==> config.mk <==
export PLATFORM = sky130hd
export DESIGN_NAME = chained_interval_timer
export DESIGN_NICKNAME = d
export VERILOG_FILES = /design/src/rtl/cit_pkg.sv /design/src/rtl/cit_channel.sv /design/src/rtl/cit_irq.sv /design/src/rtl/chained_interval_timer.sv
export SDC_FILE = /design/constraint.sdc
export NUM_CORES = 1
export LEC_CHECK = 0
export BUFFER_PORTS_ARGS = -buffer_cell sky130_fd_sc_hd__buf_2
export CAP_MARGIN = 40
export CORE_ASPECT_RATIO = 0.5
export CORE_UTILIZATION = 60
export CTS_CLUSTER_DIAMETER = 40
export DETAILED_ROUTE_END_ITERATION = 8
export GPL_TIMING_DRIVEN = 0
export HOLD_SLACK_MARGIN = 0.03
export PLACE_DENSITY = 0.86
export SLEW_MARGIN = 15
export SYNTH_ARGS = -nofsm -noshare
export SYNTH_HDL_FRONTEND = slang
export SYNTH_HIERARCHICAL = 1
export SYNTH_SLANG_ARGS = --single-unit
==> constraint.sdc <==
create_clock -name clk_i -period 3.2 [get_ports clk_i]
set_input_delay 0.48 -clock clk_i [delete_from_list [all_inputs] [get_ports clk_i]]
set_output_delay 0.48 -clock clk_i [all_outputs]
set_load 0.01 [all_outputs]
==> src/rtl/cit_pkg.sv <==
package cit_pkg;
  localparam int unsigned NUM_CH  = 3;
  localparam int unsigned PRE_CH  = 2;
  localparam int unsigned NUM_IRQ = 2;
  localparam logic [2:0]  ADDR_CTRL = 3'd3;
  localparam logic [2:0]  ADDR_CLR  = 3'd4;
  localparam logic [1:0]  ACC_LATCH = 2'b00;
  localparam logic [3:0]  OPM_RATE  = 4'b0100;

  typedef struct packed {
    logic [1:0] sel;
    logic [1:0] acc;
    logic [3:0] opm;
  } ctrl_t;
endpackage

==> src/rtl/cit_channel.sv <==
module cit_channel #(
  parameter int unsigned CNT_W = 16
) (
  input  logic       clk_i,
  input  logic       rst_ni,
  input  logic       ev_i,
  input  logic       cfg_wr_i,
  input  logic       cfg_rate_i,
  input  logic       latch_i,
  input  logic       dat_wr_i,
  input  logic       dat_rd_i,
  input  logic [7:0] dat_i,
  output logic [7:0] rdata_o,
  output logic       tc_o
);
  localparam int unsigned HI_W = CNT_W - 8;

  logic [CNT_W-1:0] cnt_q, reload_q, lat_val_q, new_val, view;
  logic [7:0]       lo_q;
  logic             rate_q, run_q, wr_hi_q, rd_hi_q, lat_q;
  logic             load_hi, accept;

  assign new_val = {dat_i[HI_W-1:0], lo_q};
  assign load_hi = dat_wr_i & wr_hi_q;
  // reload of 1 is refused
  assign accept  = load_hi & (new_val != CNT_W'(1));
  assign tc_o    = ev_i & run_q & (cnt_q == CNT_W'(1));
  assign view    = lat_q ? lat_val_q : cnt_q;
  assign rdata_o = rd_hi_q ? 8'(view >> 8) : view[7:0];

  always_ff @(posedge clk_i or negedge rst_ni) begin
    if (!rst_ni) begin
      cnt_q     <= '0;
      reload_q  <= '0;
      lat_val_q <= '0;
      lo_q      <= '0;
      rate_q    <= 1'b0;
      run_q     <= 1'b0;
      wr_hi_q   <= 1'b0;
      rd_hi_q   <= 1'b0;
      lat_q     <= 1'b0;
    end else begin
      if (cfg_wr_i) begin
        rate_q  <= cfg_rate_i;
        run_q   <= 1'b0;
        wr_hi_q <= 1'b0;
        rd_hi_q <= 1'b0;
        lat_q   <= 1'b0;
      end else if (dat_wr_i) begin
        wr_hi_q <= ~wr_hi_q;
        if (!wr_hi_q) lo_q <= dat_i;
        if (accept) begin
          reload_q <= new_val;
          run_q    <= rate_q;
        end
      end
      if (accept) cnt_q <= new_val;
      else if (ev_i && run_q) cnt_q <= (cnt_q == CNT_W'(1)) ? reload_q : cnt_q - CNT_W'(1);
      if (latch_i && !lat_q) begin
        lat_val_q <= cnt_q;
        lat_q     <= 1'b1;
        rd_hi_q   <= 1'b0;
      end else if (dat_rd_i) begin
        rd_hi_q <= ~rd_hi_q;
        if (rd_hi_q) lat_q <= 1'b0;
      end
    end
  end


  tc_reload_chk: assert property (@(posedge clk_i) disable iff (!rst_ni)
    (tc_o && !accept) |=> (cnt_q == $past(reload_q)));

  stop_hold_chk: assert property (@(posedge clk_i) disable iff (!rst_ni)
    (!run_q && !accept) |=> $stable(cnt_q));

  latch_hold_chk: assert property (@(posedge clk_i) disable iff (!rst_ni)
    lat_q |=> $stable(lat_val_q));

  no_unit_reload_chk: assert property (@(posedge clk_i) disable iff (!rst_ni)
    run_q |-> (reload_q != CNT_W'(1)));
endmodule

==> src/rtl/cit_irq.sv <==
module cit_irq #(
  parameter int unsigned N = 2
) (
  input  logic         clk_i,
  input  logic         rst_ni,
  input  logic [N-1:0] set_i,
  input  logic         clr_wr_i,
  input  logic [N-1:0] clr_i,
  output logic [N-1:0] flag_o
);
  logic [N-1:0] flag_q;

  always_ff @(posedge clk_i or negedge rst_ni) begin
    if (!rst_ni) flag_q <= '0;
    else         flag_q <= set_i | (flag_q & ~(clr_wr_i ? clr_i : '0));
  end

  assign flag_o = flag_q;


  set_wins_chk: assert property (@(posedge clk_i) disable iff (!rst_ni)
    (|set_i) |=> ((flag_o & $past(set_i)) == $past(set_i)));

  clr_chk: assert property (@(posedge clk_i) disable iff (!rst_ni)
    clr_wr_i |=> ((flag_o & $past(clr_i & ~set_i)) == '0));
endmodule

==> src/rtl/chained_interval_timer.sv <==
module chained_interval_timer
  import cit_pkg::*;
#(
  parameter int unsigned CNT_W = 16
) (
  input  logic                 clk_i,
  input  logic                 rst_ni,
  input  logic                 tick_en_i,
  input  logic                 wr_en_i,
  input  logic                 rd_en_i,
  input  logic [2:0]           addr_i,
  input  logic [7:0]           wdata_i,
  output logic [7:0]           rdata_o,
  output logic [NUM_IRQ-1:0]   irq_o
);
  ctrl_t             ctrl;
  logic              ctrl_wr;
  logic [NUM_CH-1:0] tc, ev;
  logic [7:0]        ch_rd [NUM_CH];

  assign ctrl    = ctrl_t'(wdata_i);
  assign ctrl_wr = wr_en_i && (addr_i == ADDR_CTRL);

  for (genvar i = 0; i < int'(NUM_CH); i++) begin : g_ch
    localparam logic [1:0] ID = 2'(i);
    if (i == int'(PRE_CH)) begin : g_pre
      assign ev[i] = tick_en_i;
    end else begin : g_sub
      assign ev[i] = tc[PRE_CH];
    end
    cit_channel #(.CNT_W(CNT_W)) u_ch (
      .clk_i      (clk_i),
      .rst_ni     (rst_ni),
      .ev_i       (ev[i]),
      .cfg_wr_i   (ctrl_wr && ctrl.sel == ID && ctrl.acc != ACC_LATCH),
      .cfg_rate_i (ctrl.opm == OPM_RATE),
      .latch_i    (ctrl_wr && ctrl.sel == ID && ctrl.acc == ACC_LATCH),
      .dat_wr_i   (wr_en_i && addr_i == 3'(i)),
      .dat_rd_i   (rd_en_i && addr_i == 3'(i)),
      .dat_i      (wdata_i),
      .rdata_o    (ch_rd[i]),
      .tc_o       (tc[i])
    );
  end

  always_comb begin
    rdata_o = '0;
    for (int k = 0; k < int'(NUM_CH); k++)
      if (addr_i == 3'(k)) rdata_o = ch_rd[k];
  end

  cit_irq #(.N(NUM_IRQ)) u_irq (
    .clk_i    (clk_i),
    .rst_ni   (rst_ni),
    .set_i    (tc[NUM_IRQ-1:0]),
    .clr_wr_i (wr_en_i && addr_i == ADDR_CLR),
    .clr_i    (wdata_i[NUM_IRQ-1:0]),
    .flag_o   (irq_o)
  );


  cascade_chk: assert property (@(posedge clk_i) disable iff (!rst_ni)
    (|tc[NUM_IRQ-1:0]) |-> tc[PRE_CH]);
endmodule

# [After elaboration in Yosys (flattened, before gate mapping)]
# Index checks and enable logic that the tools add are counted.
# Widths: inputs -> output; s select.
[totals] wordCells=174 ff_bits=185 ramBits=0 out_inout_bits=10 romBits=0 n_memories=0 latchBits=0 inputBits=16
[classes] mul=0 n_eq_ne=13 shifts=0 div=0 n_bitwise=24 mux=55 n_addsub=3 order_cmp=0 reduce_logical=51
[op_table] operator="$mux 16" count=12
[op_table] operator="$eq 16x1->1 const B" count=3
[op_table] operator="$mux 8" count=6
[op_table] operator="$ne 16x1->1 const B" count=3
[op_table] operator="$sub 16x1->16 const B" count=3
[op_table] operator="$mux 1" count=36
[op_table] operator="$logic_and 1x1->1" count=23
[op_table] operator="$reduce_bool 2->1" count=10
[op_table] operator="$reduce_and 3->1" count=6
[op_table] operator="$and 1x1->1" count=12
[op_table] operator="$not 1->1" count=9
[op_table] operator="$reduce_bool 3->1" count=3
[op_table] operator="$eq 3x2->1 const B" count=2
[op_table] operator="$reduce_and 2->1" count=3
[op_table] operator="$eq 4x3->1 const B" count=1
[op_table] operator="$logic_not 2->1" count=2
[op_table] operator="$eq 3x1->1 const B" count=1
[op_table] operator="$eq 3x3->1 const B" count=1
[op_table] operator="$logic_not 1->1" count=3
[op_table] operator="$logic_not 3->1" count=1
[op_table] operator="$and 2x2->2" count=1
[op_table] operator="$eq 2x1->1 const B" count=1
[op_table] operator="$eq 2x2->1 const B" count=1
[op_table] operator="$mux 2" count=1
[op_table] operator="other kinds (2)" count=2

# [Depth between registers and ports, before layout]
# Gate-level depths: netlist of the first run.
[logic_depth] depth_word=8 ltp_mapped=13 ltp_nobuf=10

# [Cells and area by module]
# The synthesis of the first run kept the hierarchy.
[by_module_without_submodules] mod="cit_channel (g_ch[1].u_ch ...)" cells_per_inst=272 area_per_inst_um2=3138.0 seq_area_each_um2=1526.5 instances=2
[by_module_without_submodules] mod="cit_channel (g_ch[0].u_ch)" cells_per_inst=280 area_per_inst_um2=3185.6 seq_area_each_um2=1526.5 instances=1
[by_module_without_submodules] mod="chained_interval_timer" cells_per_inst=53 area_per_inst_um2=432.9 seq_area_each_um2=0.0 instances=1
[by_module_without_submodules] mod="cit_irq" cells_per_inst=6 area_per_inst_um2=72.6 seq_area_each_um2=50.0 instances=1

# [Worst setup path before layout of the first run]
# OpenSTA, ideal clock, no wires.
[synth_timing] path_type="flip-flop to flip-flop" start="register g_ch[2].u_ch.cnt_q[11]" end="register g_ch[0].u_ch.cnt_q[6]" required_time_ns=3.081 slack_ns=0.344 arrival_ns=2.737 setup_ns=0.119 n_path_buf=1 path_stages_with_launch=11 synth_period_minus_slack_ns=2.856 cell_sequence="dfrtp_1 -> or4_4 -> nor4_4 -> nand2_4 -> buf_2 -> nor2_1 -> nand2_1 -> or4_1 -> a21oi_1 -> o21ai_1 -> o21a_1"
[synth_via] elab_chain_cells=4
[synth_lines] item="start, declared" line="cit_channel.sv:18" rtl="logic [CNT_W-1:0] cnt_q, reload_q, lat_val_q, new_val, view;"
[synth_lines] item="start signal, assigned" line="cit_channel.sv:57" rtl="if (accept) cnt_q <= new_val;"
[synth_lines] item="start signal, assigned" line="cit_channel.sv:58" rtl="else if (ev_i && run_q) cnt_q <= (cnt_q == CNT_W'(1)) ? reload_q : cnt_q - CNT_W'(1);"
[synth_lines] item="$eq 16x1->1" line="cit_channel.sv:27" rtl="assign tc_o = ev_i & run_q & (cnt_q == CNT_W'(1));"
[synth_lines] item="$and 1x1->1" line="cit_channel.sv:27"
[synth_lines] item="net ev[0]" line="chained_interval_timer.sv:18" rtl="logic [NUM_CH-1:0] tc, ev;"
[synth_lines] item="$logic_and 1x1->1" line="cit_channel.sv:58"
[synth_lines] item="$reduce_bool 2->1 (no source line)"
[synth_lines] item="end signal, assigned" line="cit_channel.sv:57"
[synth_lines] item="end signal, assigned" line="cit_channel.sv:58"
[synth_lines] item="end, declared" line="cit_channel.sv:18"
# The timed path passes the listed nets, and every way through them passes these cells.
# A chain may end at the register's enable or synchronous reset.

==> impl_metrics.tcl, run 1 <==
set metrics [dict create \
    finalCritPeriodShare_pct 95.2 \
    instances_no_fill 1165 \
    placed_cells 1132 \
    synth_cell_types 70 \
    synth_common_cells "dfrtp_1, mux2_2, nor2_1" \
    end_kind "output port" \
    layout.nets 954 \
    netlist_instances 883 \
    die_area_sq_mm 0.0172 \
    synth_largest_area_cell "dfrtp_1" \
    numPortBuffers 25 \
    synthXorXnorAreaFrac_pct 0.264 \
    cts_sinks 185 \
    drv_cap 0 \
    synthFlopType "dfrtp_1" \
    grt_pass1_vias 7988 \
    fillers 1082 \
    cts_buffers 17 \
    totalWireLength_um 26700 \
    synth_edf_count 0 \
    path_delay_family "multiplexers" \
    status "finished clean" \
    clock_latency_ns 0.44 \
    max_freq_ghz 0.328 \
    clockBufferDepth 2 \
    critPathKind "flip-flop to output port" \
    synth_top_family_by_area "multiplexers" \
    synthAdderAreaFrac_pct 0.753 \
    placementRows 32 \
    ys_ff_latch 185 \
    clkSlewWorstSetupHoldPaths_ns 0.08 \
    powerDensity_mw_per_mm2 762 \
    ios 26 \
    overflow 0 \
    synth.area.mux_share_pct 19.6 \
    rsz0062_at_grt "false" \
    crit_path_start_kind "flip-flop" \
    relSlewSlack_pct 41.3 \
    required_ns 2.72 \
    final_layout_size_suffix_gt1_share_pct 24.5 \
    synthSimpleGateAreaFrac_pct 16.1 \
    syn_area_sq_mm 0.00997 \
    die_h_um 93.1 \
    dieWidth_um 184 \
    drt_iter0_drc 900 \
    synth_most_common_cell "dfrtp_1" \
    cp_slowest_cell "mux4_2" \
    firstDrtPassIters 6 \
    multi_input_area_sq_mm 0.00498 \
    cts_max_level 4 \
    netlist.area_leader.share_pct 46.4 \
    crit_buf_inv 2 \
    synth-async-reset-ratio_pct 100 \
    avgSynthCellArea_sq_um 11.3 \
    total_power_uw 8420 \
    syn_nets 905 \
    cp_slowest_stage_delay_ns 0.61 \
    grt_pass1_wl_um 43100 \
    design_area_sq_mm 0.0110 \
    cts-root-buf "clkbuf_16" \
    final_hold_viol_count 0 \
    yosysWarnings 6 \
    antenna_left 0 \
    grt_max_degree 106 \
    ff2ff_setup_slack_ns 0.21 \
    final.setup_skew_ns 0.0130 \
    syn2layout_area_growth_pct 10.8 \
    core-area_sq_mm 0.0158 \
    diodes 0 \
    synth_area_leaders "dfrtp_1, mux2_2, mux4_2" \
    gp_congestion 0.930 \
    initial_utilization_pct 63.0 \
    seq_area_sq_mm 0.00463 \
    hold_class "input port to async pin" \
    finalSetupViolations 0 \
    postPlaceCellArea_sq_mm 0.0104 \
    drc_errors 0 \
    antenna_found_initial 0 \
    cp_cell_sequence "clkbuf_1 -> mux4_2 -> mux2i_1 -> o32ai_2 -> buf_2" \
    via_count 7955 \
    dp_hpwl_um 17800 \
    arrival_ns 2.57 \
    cp_max_fo 10 \
    synth-compound-area-share_pct 13.1 \
    wire_per_inst_um 22.9 \
    hold_buffers 0 \
    vias_per_cell 6.83 \
    tightest_slew_ns 0.869 \
    period_minus_slack_ns 3.05 \
    grt_usage_pct 33.4 \
    leakage_uw 0.00475 \
    vdd_ir_drop_max_uv 449 \
    synth_seq_area_share_pct 46.4 \
    finalMaxSlewViolations 0 \
    cts_tree "built" \
]
==> path summary, 6_finish.rpt <==
path                                                      startpoint                               endpoint  cells after the start
worst max-delay path                g_ch[1].u_ch/rd_hi_q$_DFFE_PN0P_                             rdata_o[4]                      5
worst min-delay path                                          rst_ni   g_ch[1].u_ch/reload_q[9]$_DFFE_PN0P_                      1
worst max register to register     g_ch[2].u_ch/cnt_q[7]$_DFFE_PN0P_     g_ch[1].u_ch/cnt_q[11]$_DFFE_PN0P_                     11
worst min register to register  g_ch[2].u_ch/reload_q[7]$_DFFE_PN0P_   g_ch[2].u_ch/reload_q[7]$_DFFE_PN0P_                      1
max in group asynchronous                                     rst_ni  g_ch[2].u_ch/lat_val_q[7]$_DFFE_PN0P_                      2
min in group clk_i                                         addr_i[1]              u_irq/flag_o[0]$_DFF_PN0_                      4
==> timing repair <==
item / in CTS / in global routing
buffers inserted: 1 / 3
gates resized for setup: 6 / 1
pin swaps: 1 / 2
setup endpoints to repair: 30 / 18
==> metrics by stage <==
step	TNS, ns	utilization (%)	hold WS, ns	setup slack [ns]
floorplan	0	-	0.184	0.344
global placement	-235.96	65.6	0.459	-1.25
detailed placement	-10.12	65.9	0.465	-0.393
CTS	0	69.6	0.0494	0.0965
global route	0	69.8	0.0608	0.0102
finish	0	69.8	0.0337	0.155
==> area by class of cell <==
| cell class | instances | area share [%] |
|---|---|---|
| timing repair buffer | 32 | 1.84 |
| buffer | 55 | 2.57 |
| clock buffer | 17 | 3.85 |
| sequential | 185 | 41.9 |
| multi-input combinational | 618 | 45.1 |
| inverter | 23 | 0.782 |
| clock inverter | 14 | 1.39 |
| tap | 221 | 2.50 |
==> flip-flops by register name (all words and copies together), names as in the netlist <==
register,cells
g_ch.u_ch/cnt_q,48
g_ch.u_ch/lat_val_q,48
g_ch.u_ch/reload_q,48
g_ch.u_ch/lo_q,24
g_ch.u_ch/lat_q,3
g_ch.u_ch/rate_q,3
g_ch.u_ch/rd_hi_q,3
g_ch.u_ch/run_q,3
g_ch.u_ch/wr_hi_q,3
u_irq/flag_o,2
==> cell families (layout without fill, tap and decap cells) <==
family,after synthesis,count (layout)
simple gates,290,290
flops,185,185
buf+inv,80,141
xor+xnor,3,3
fa+ha+maj,6,6
compound gates,168,168
mux,151,151
==> layout by cell type (no fill, tap or decap), types with 4 or more instances in the layout <==
cell and n:
a211oi_1 11, a21oi_1 34, a31oi_1 7, a32o_1 4, a41oi_1 7, a41oi_2 6, and2_1 4, and3_1 14
buf_2 39, buf_4 5, buf_6 7, clkbuf_1 32, clkbuf_16 17, dfrtp_1 185, ha_1 6, inv_1 23
inv_8 5, mux2_1 40, mux2_2 73, mux2i_1 14, mux4_2 24, nand2_1 63, nand2b_1 7, nand3_1 30
nor2_1 64, nor3_1 19, nor3b_1 8, nor4_1 21, nor4b_1 5, o21ai_0 18, o21ai_1 19, o31ai_1 13
o31ai_2 8, o32ai_2 8, o41ai_1 5, or3_1 13, or4_1 5
==> routing by layer <==
layer	GRT usage, %	vias up	routed length (um)
met5	0	-	0
met4	15.3	0	1010
met1	44.2	3965	10800
met2	51.3	456	12300
li1	-	3422	-
met3	9.46	112	2560
==> power by group <==
part           total [uW]  switching (uW)  internal, uW
registers            3980             920          3060
clock network        2090             989          1110
logic                2340            1180          1160
total                8420            3090          5330
(Power assumes the default switching activity.)
==> run 2, diff against run 1 <==
Settings changed: CTS_BUF_LIST set to sky130_fd_sc_hd__clkbuf_4.
Clock period 3.2 ns to 3.5 ns, I/O delays scaled along.
==> run 2 against run 1 <==
Compared with the run above:
- hold slack better by 0.29 ns
- clock power fell by 43%
- via count shrank 1.0%
- clock skew up 0.017 ns
- first-iteration DRC count grew 1.0%
- final cell count about the same
- critical path type is now flip-flop to flip-flop
- highest routed layer unchanged
==> impl_metrics.tcl, run 2 (synthesis results as in run 1) <==
set metrics [dict create \
    status "finished clean" \
    final_hold_viol_count 0 \
    critPathKind "flip-flop to flip-flop" \
    placementRows 32 \
    core-area_sq_mm 0.0158 \
    required_ns 3.99 \
    ios 26 \
    crit_path_start_kind "flip-flop" \
    worst_slack_ns 0.108 \
    path_delay_family "simple AND/OR/NAND/NOR gates" \
    design_area_sq_mm 0.0107 \
    pre_cts_slack_ns -0.0929 \
    arrival_ns 3.88 \
    cts-root-buf "clkbuf_4" \
    layout_commonest_cell "dfrtp_1" \
    cts_max_level 4 \
    cp_cell_sequence "or4_1 -> clkbuf_1 -> nor4_4 -> nand2_4 -> buf_2 -> nor2_4 -> and2_1 -> clkbuf_1 -> buf_2 -> nand3_1 -> a32o_1" \
    grt_max_degree 106 \
    largestRegisters "g_ch.u_ch/cnt_q: 48 flops, g_ch.u_ch/lat_val_q: 48 flops, g_ch.u_ch/reload_q: 48 flops" \
    period_minus_slack_ns 3.39 \
    utilization_pct 67.9 \
    end_kind "flip-flop" \
    gp_congestion 0.930 \
    final.setup_skew_ns 0.0297 \
    leakage_uw 0.00460 \
    cts_buffers 17 \
    cp_slowest_stage_delay_ns 0.56 \
    initial_utilization_pct 63.0 \
    drv_cap 0 \
    via_count 7874 \
    dp_hpwl_um 17800 \
    die_h_um 93.1 \
    vdd_ir_drop_max_uv 313 \
    wire_per_inst_um 22.3 \
    final_layout_size_suffix_gt1_share_pct 24.0 \
    numPortBuffers 25 \
    drc_errors 0 \
    drt_iter0_drc 909 \
    grt_pass1_vias 7768 \
    final_cell_mix "dfrtp_1, mux2_2, nor2_1" \
    overflow 0 \
    antenna_found_initial 1 \
    clkSlewWorstSetupHoldPaths_ns 0.17 \
    firstDrtPassIters 5 \
    postPlaceCellArea_sq_mm 0.0104 \
    grt_pass1_wl_um 42100 \
    cp_max_fo 10 \
    die_area_sq_mm 0.0172 \
    totalWireLength_um 26000 \
    relSlewSlack_pct 42.3 \
    tns_ns 0 \
    hold_class "input port to flip-flop" \
    clockBufferDepth 2 \
    clock_latency_ns 0.60 \
    antenna_left 0 \
    finalSetupViolations 0 \
    layout.nets 954 \
    crit_buf_inv 4 \
    vias_per_cell 6.75 \
    cts_tree "built" \
    grt_usage_pct 32.5 \
    tightest_slew_ns 0.854 \
    cts_sinks 185 \
    finalCritPeriodShare_pct 96.9 \
    powerDensity_mw_per_mm2 646 \
    finalMaxSlewViolations 0 \
    max_freq_ghz 0.295 \
    cp_slowest_cell "or4_1" \
    dieWidth_um 184 \
    syn2layout_area_growth_pct 7.68 \
]
## run 2: what timing repair did
item,in CTS,in global routing
buffers inserted,1,0
hold buffers,1,0
setup endpoints to repair,9,11
pin swaps,1,0
gates resized for setup,1,5
hold endpoints to repair,80,0
## run 2: metrics by stage
step	std cells	total power [uW]	hold slack (ns)
global route	1166	7310	0.319
finish	1166	6930	0.327
global placement	1129	5570	0.459
detailed placement	1132	5710	0.465
floorplan	883	4950	0.229
CTS	1165	6890	0.298
## run 2: tightest hold or removal path, stage by stage
cell and delay (ns):
buf_2 0.13, nor3b_1 0.08, nand2_1 0.06, a21o_1 0.11
## run 2: where the power goes
group          switching (uW)  internal [uW]
Combinational            1070           1060
Sequential                821           2790
Clock                     813            382
Total                    2700           4230
## run 2: per-layer routing
layer  vias up  track usage [%]  wire length [um]  part of all wire [%]
li1       3445                -                 -                     -
met1      3891             43.5             10800                    41
met2       435             50.1             12000                    46
met3       103             8.64              2290                   8.8
met4         0             14.9               981                   3.8
met5         -                0                 0                     0
## run 2: path summary, 6_finish.rpt
path / to / slack [ns] / cells after the start / start
min in group asynchronous: g_ch[0].u_ch/lo_q[7]$_DFFE_PN0P_ / 0.50 / 2 / rst_ni
max in group asynchronous: g_ch[2].u_ch/lat_val_q[8]$_DFFE_PN0P_ / 2.10 / 3 / rst_ni
hold / removal: u_irq/flag_o[0]$_DFF_PN0_ / 0.33 / 4 / addr_i[1]
hold reg to reg: g_ch[2].u_ch/reload_q[7]$_DFFE_PN0P_ / 0.50 / 1 / g_ch[2].u_ch/reload_q[7]$_DFFE_PN0P_
setup reg to reg: g_ch[1].u_ch/cnt_q[2]$_DFFE_PN0P_ / 0.11 / 11 / g_ch[2].u_ch/cnt_q[7]$_DFFE_PN0P_
setup / recovery: g_ch[1].u_ch/cnt_q[2]$_DFFE_PN0P_ / 0.11 / 11 / g_ch[2].u_ch/cnt_q[7]$_DFFE_PN0P_
## run 2: layout make-up
class	count	area, sq um
fillers	1138	5080
multi-input cells	618	4980
flip-flops and latches	185	4630
plain buffers	57	289
well taps	221	277
repair buffers	30	190
clock inverters	14	154
clock buffers	17	128
inverters	23	86.3
diodes	1	2.50
==> run 3, diff against run 2 <==
Settings changed: ABC_AREA set to 1.
==> run 3 against run 2 <==
Compared with the run above:
- synthesized cell count rose by 71%
- global-route usage up 3.9 points
- non-clock buffer count down 3
- area after synthesis rose by 11%
- critical endpoint is now rdata_o[5]
- highest routed layer unchanged
==> impl_metrics.tcl, run 3 <==
set metrics [dict create \
    status "finished clean" \
    via_count 10900 \
    cts-root-buf "clkbuf_4" \
    cts_tree "built" \
    avgSynthCellArea_sq_um 7.29 \
    gp_congestion 0.978 \
    synth_seq_area_share_pct 42.0 \
    tightest_slew_ns 0.642 \
    layout_commonest_cell "nand2_1" \
    hold_class "input port to flip-flop" \
    synth_largest_area_cell "dfrtp_1" \
    ios 26 \
    final_layout_size_suffix_gt1_share_pct 11.1 \
    required_ns 2.97 \
    cts_sinks 185 \
    clock_latency_ns 0.63 \
    final_cell_mix "nand2_1, nand3_1, dfrtp_1" \
    dp_hpwl_um 24500 \
    end_kind "output port" \
    numPortBuffers 24 \
    total_power_uw 7940 \
    initial_utilization_pct 62.5 \
    vdd_ir_drop_max_uv 424 \
    netlist_instances 1513 \
    drc_errors 0 \
    fillers 1554 \
    antenna_left 0 \
    final_hold_viol_count 0 \
    die_area_sq_mm 0.0190 \
    cts_setup_buffers 0 \
    p_clk_share_pct 15.8 \
    combPwrFrac_pct 43.0 \
    synth_area_leaders "dfrtp_1, nand2_1, nand3_1" \
    synthFlopType "dfrtp_1" \
    antenna_found_initial 1 \
    syn_area_sq_mm 0.0110 \
    relSlewSlack_pct 56.9 \
    die_h_um 97.9 \
    finalMaxSlewViolations 0 \
    drv_cap 0 \
    placementRows 34 \
    synth-async-reset-ratio_pct 100 \
    synth_most_common_cell "nand2_1" \
    hold_slack_ns 0.299 \
    overflow 0 \
    powerDensity_mw_per_mm2 670 \
    dieWidth_um 194 \
    drt_iter0_drc 1291 \
    firstDrtPassIters 8 \
    grt_pass1_wl_um 53600 \
    arrival_ns 2.71 \
    synth_cell_types 27 \
    leakage_uw 0.00580 \
    switching_share_pct 48.7 \
    max_freq_ghz 0.309 \
    totalWireLength_um 33200 \
    clkSlewWorstSetupHoldPaths_ns 0.20 \
    critPathKind "flip-flop to output port" \
    cts_max_level 4 \
    finalSetupViolations 0 \
    wire_per_inst_um 18.3 \
    rsz0062_at_grt "false" \
    syn_nets 1535 \
    clockBufferDepth 2 \
    yosysWarnings 6 \
    final.setup_skew_ns 0.0418 \
    grt_usage_pct 36.5 \
    grt_max_degree 83 \
    period_minus_slack_ns 3.23 \
    layout.nets 1586 \
    netlist.area_leader.share_pct 42.0 \
    grt_pass1_vias 10300 \
    core-area_sq_mm 0.0177 \
    cts_buffers 17 \
    ys_ff_latch 185 \
    crit_path_start_kind "flip-flop" \
    synth_edf_count 0 \
    p_int_uw 4070 \
    cp_max_fo 10 \
    syn2layout_area_growth_pct 7.45 \
    power_frac_seq_pct 41.2 \
    largestRegisters "g_ch.u_ch/cnt_q: 48 flops, g_ch.u_ch/lat_val_q: 48 flops, g_ch.u_ch/reload_q: 48 flops" \
    p_sw_uw 3860 \
    finalCritPeriodShare_pct 92.4 \
    vias_per_cell 6.01 \
    synth_common_cells "nand2_1, nand3_1, dfrtp_1" \
    utilization_pct 67.1 \
]
[run 3: layout make-up]
class,count,area (sq um),share of cell area (%)
clock buffers,18,135,1.14
diodes,1,2.50,0.0211
well taps,234,293,2.47
flip-flops and latches,185,4630,39.1
multi-input cells,1132,5540,46.8
clock inverters,14,171,1.45
plain buffers,52,318,2.68
inverters,144,541,4.56
repair buffers,32,220,1.86
[run 3: worst max-delay path, stage by stage, from the launching register on]
cell	delay, ns
dfrtp_1	0.40
buf_2	0.18
inv_2	0.14
clkbuf_1	0.32
o21ai_0	0.13
o21ai_1	0.52
nand3_1	0.16
nand3_1	0.11
buf_2	0.13
[run 3: power by group through the flow]
stage | Combinational, uW | Sequential, uW | Clock [uW]
floorplan | 2420 | 3050 | 0
global placement | 3180 | 3250 | 0
detailed placement | 3270 | 3280 | 0
CTS | 3290 | 3230 | 1260
global route | 3820 | 3320 | 1350
finish | 3410 | 3270 | 1260
[run 3: what timing repair did]
action                     in CTS  in global routing
setup endpoints to repair       0                  1
gates resized for setup         0                  1
hold endpoints to repair       33                  0
hold buffers                    1                  0
[run 3: path summary, 6_finish.rpt]
check                                                       start                                     to  slack [ns]  cells past startpoint
worst min register to register    g_ch[0].u_ch/rate_q$_DFFE_PN0P_        g_ch[0].u_ch/rate_q$_DFFE_PN0P_        0.49                      2
max in group asynchronous                                  rst_ni  g_ch[0].u_ch/lat_val_q[6]$_DFFE_PN0P_        2.07                      4
worst max register to register  g_ch[2].u_ch/cnt_q[1]$_DFFE_PN0P_              u_irq/flag_o[0]$_DFF_PN0_        0.57                     11
min in group asynchronous                                  rst_ni  g_ch[1].u_ch/lat_val_q[1]$_DFFE_PN0P_        0.33                      2
worst min-delay path                                   wdata_i[5]  g_ch[1].u_ch/reload_q[13]$_DFFE_PN0P_        0.30                      3
worst max-delay path                 g_ch[1].u_ch/lat_q$_DFF_PN0_                             rdata_o[5]        0.27                      8
[run 3: routing by layer]
layer | vias to the layer above | global-route usage (%) | wire (um)
li1 | 5080 | - | -
met1 | 5166 | 53.2 | 15200
met2 | 580 | 51.9 | 13700
met3 | 66 | 11.5 | 3650
met4 | 0 | 10.5 | 636
met5 | - | 0 | 0
[run 3: stage by stage]
| stage | setup WS (ns) | setup TNS (ns) | cells | instance area, sq um |
|---|---|---|---|---|
| floorplan | 1.50 | 0 | 1513 | 11000 |
| global placement | -1.02 | -183.70 | 1771 | 11400 |
| detailed placement | 0.754 | 0 | 1773 | 11500 |
| CTS | 0.103 | 0 | 1806 | 11800 |
| global route | 0.0382 | 0 | 1812 | 11900 |
| finish | 0.265 | 0 | 1812 | 11900 |
[run 3: kinds of logic after synthesis]
| logic type | count (synthesis) | synth area share, % |
|---|---|---|
| AOI/OAI and AO/OA | 216 | 10.1 |
| xor gates and xnor gates | 9 | 0.715 |
| adders and majority gates | 6 | 0.681 |
| buffers and inverters | 196 | 7.78 |
| DFF | 185 | 42.0 |
| muxes | 21 | 2.14 |
| and+or+nand+nor | 880 | 36.6 |
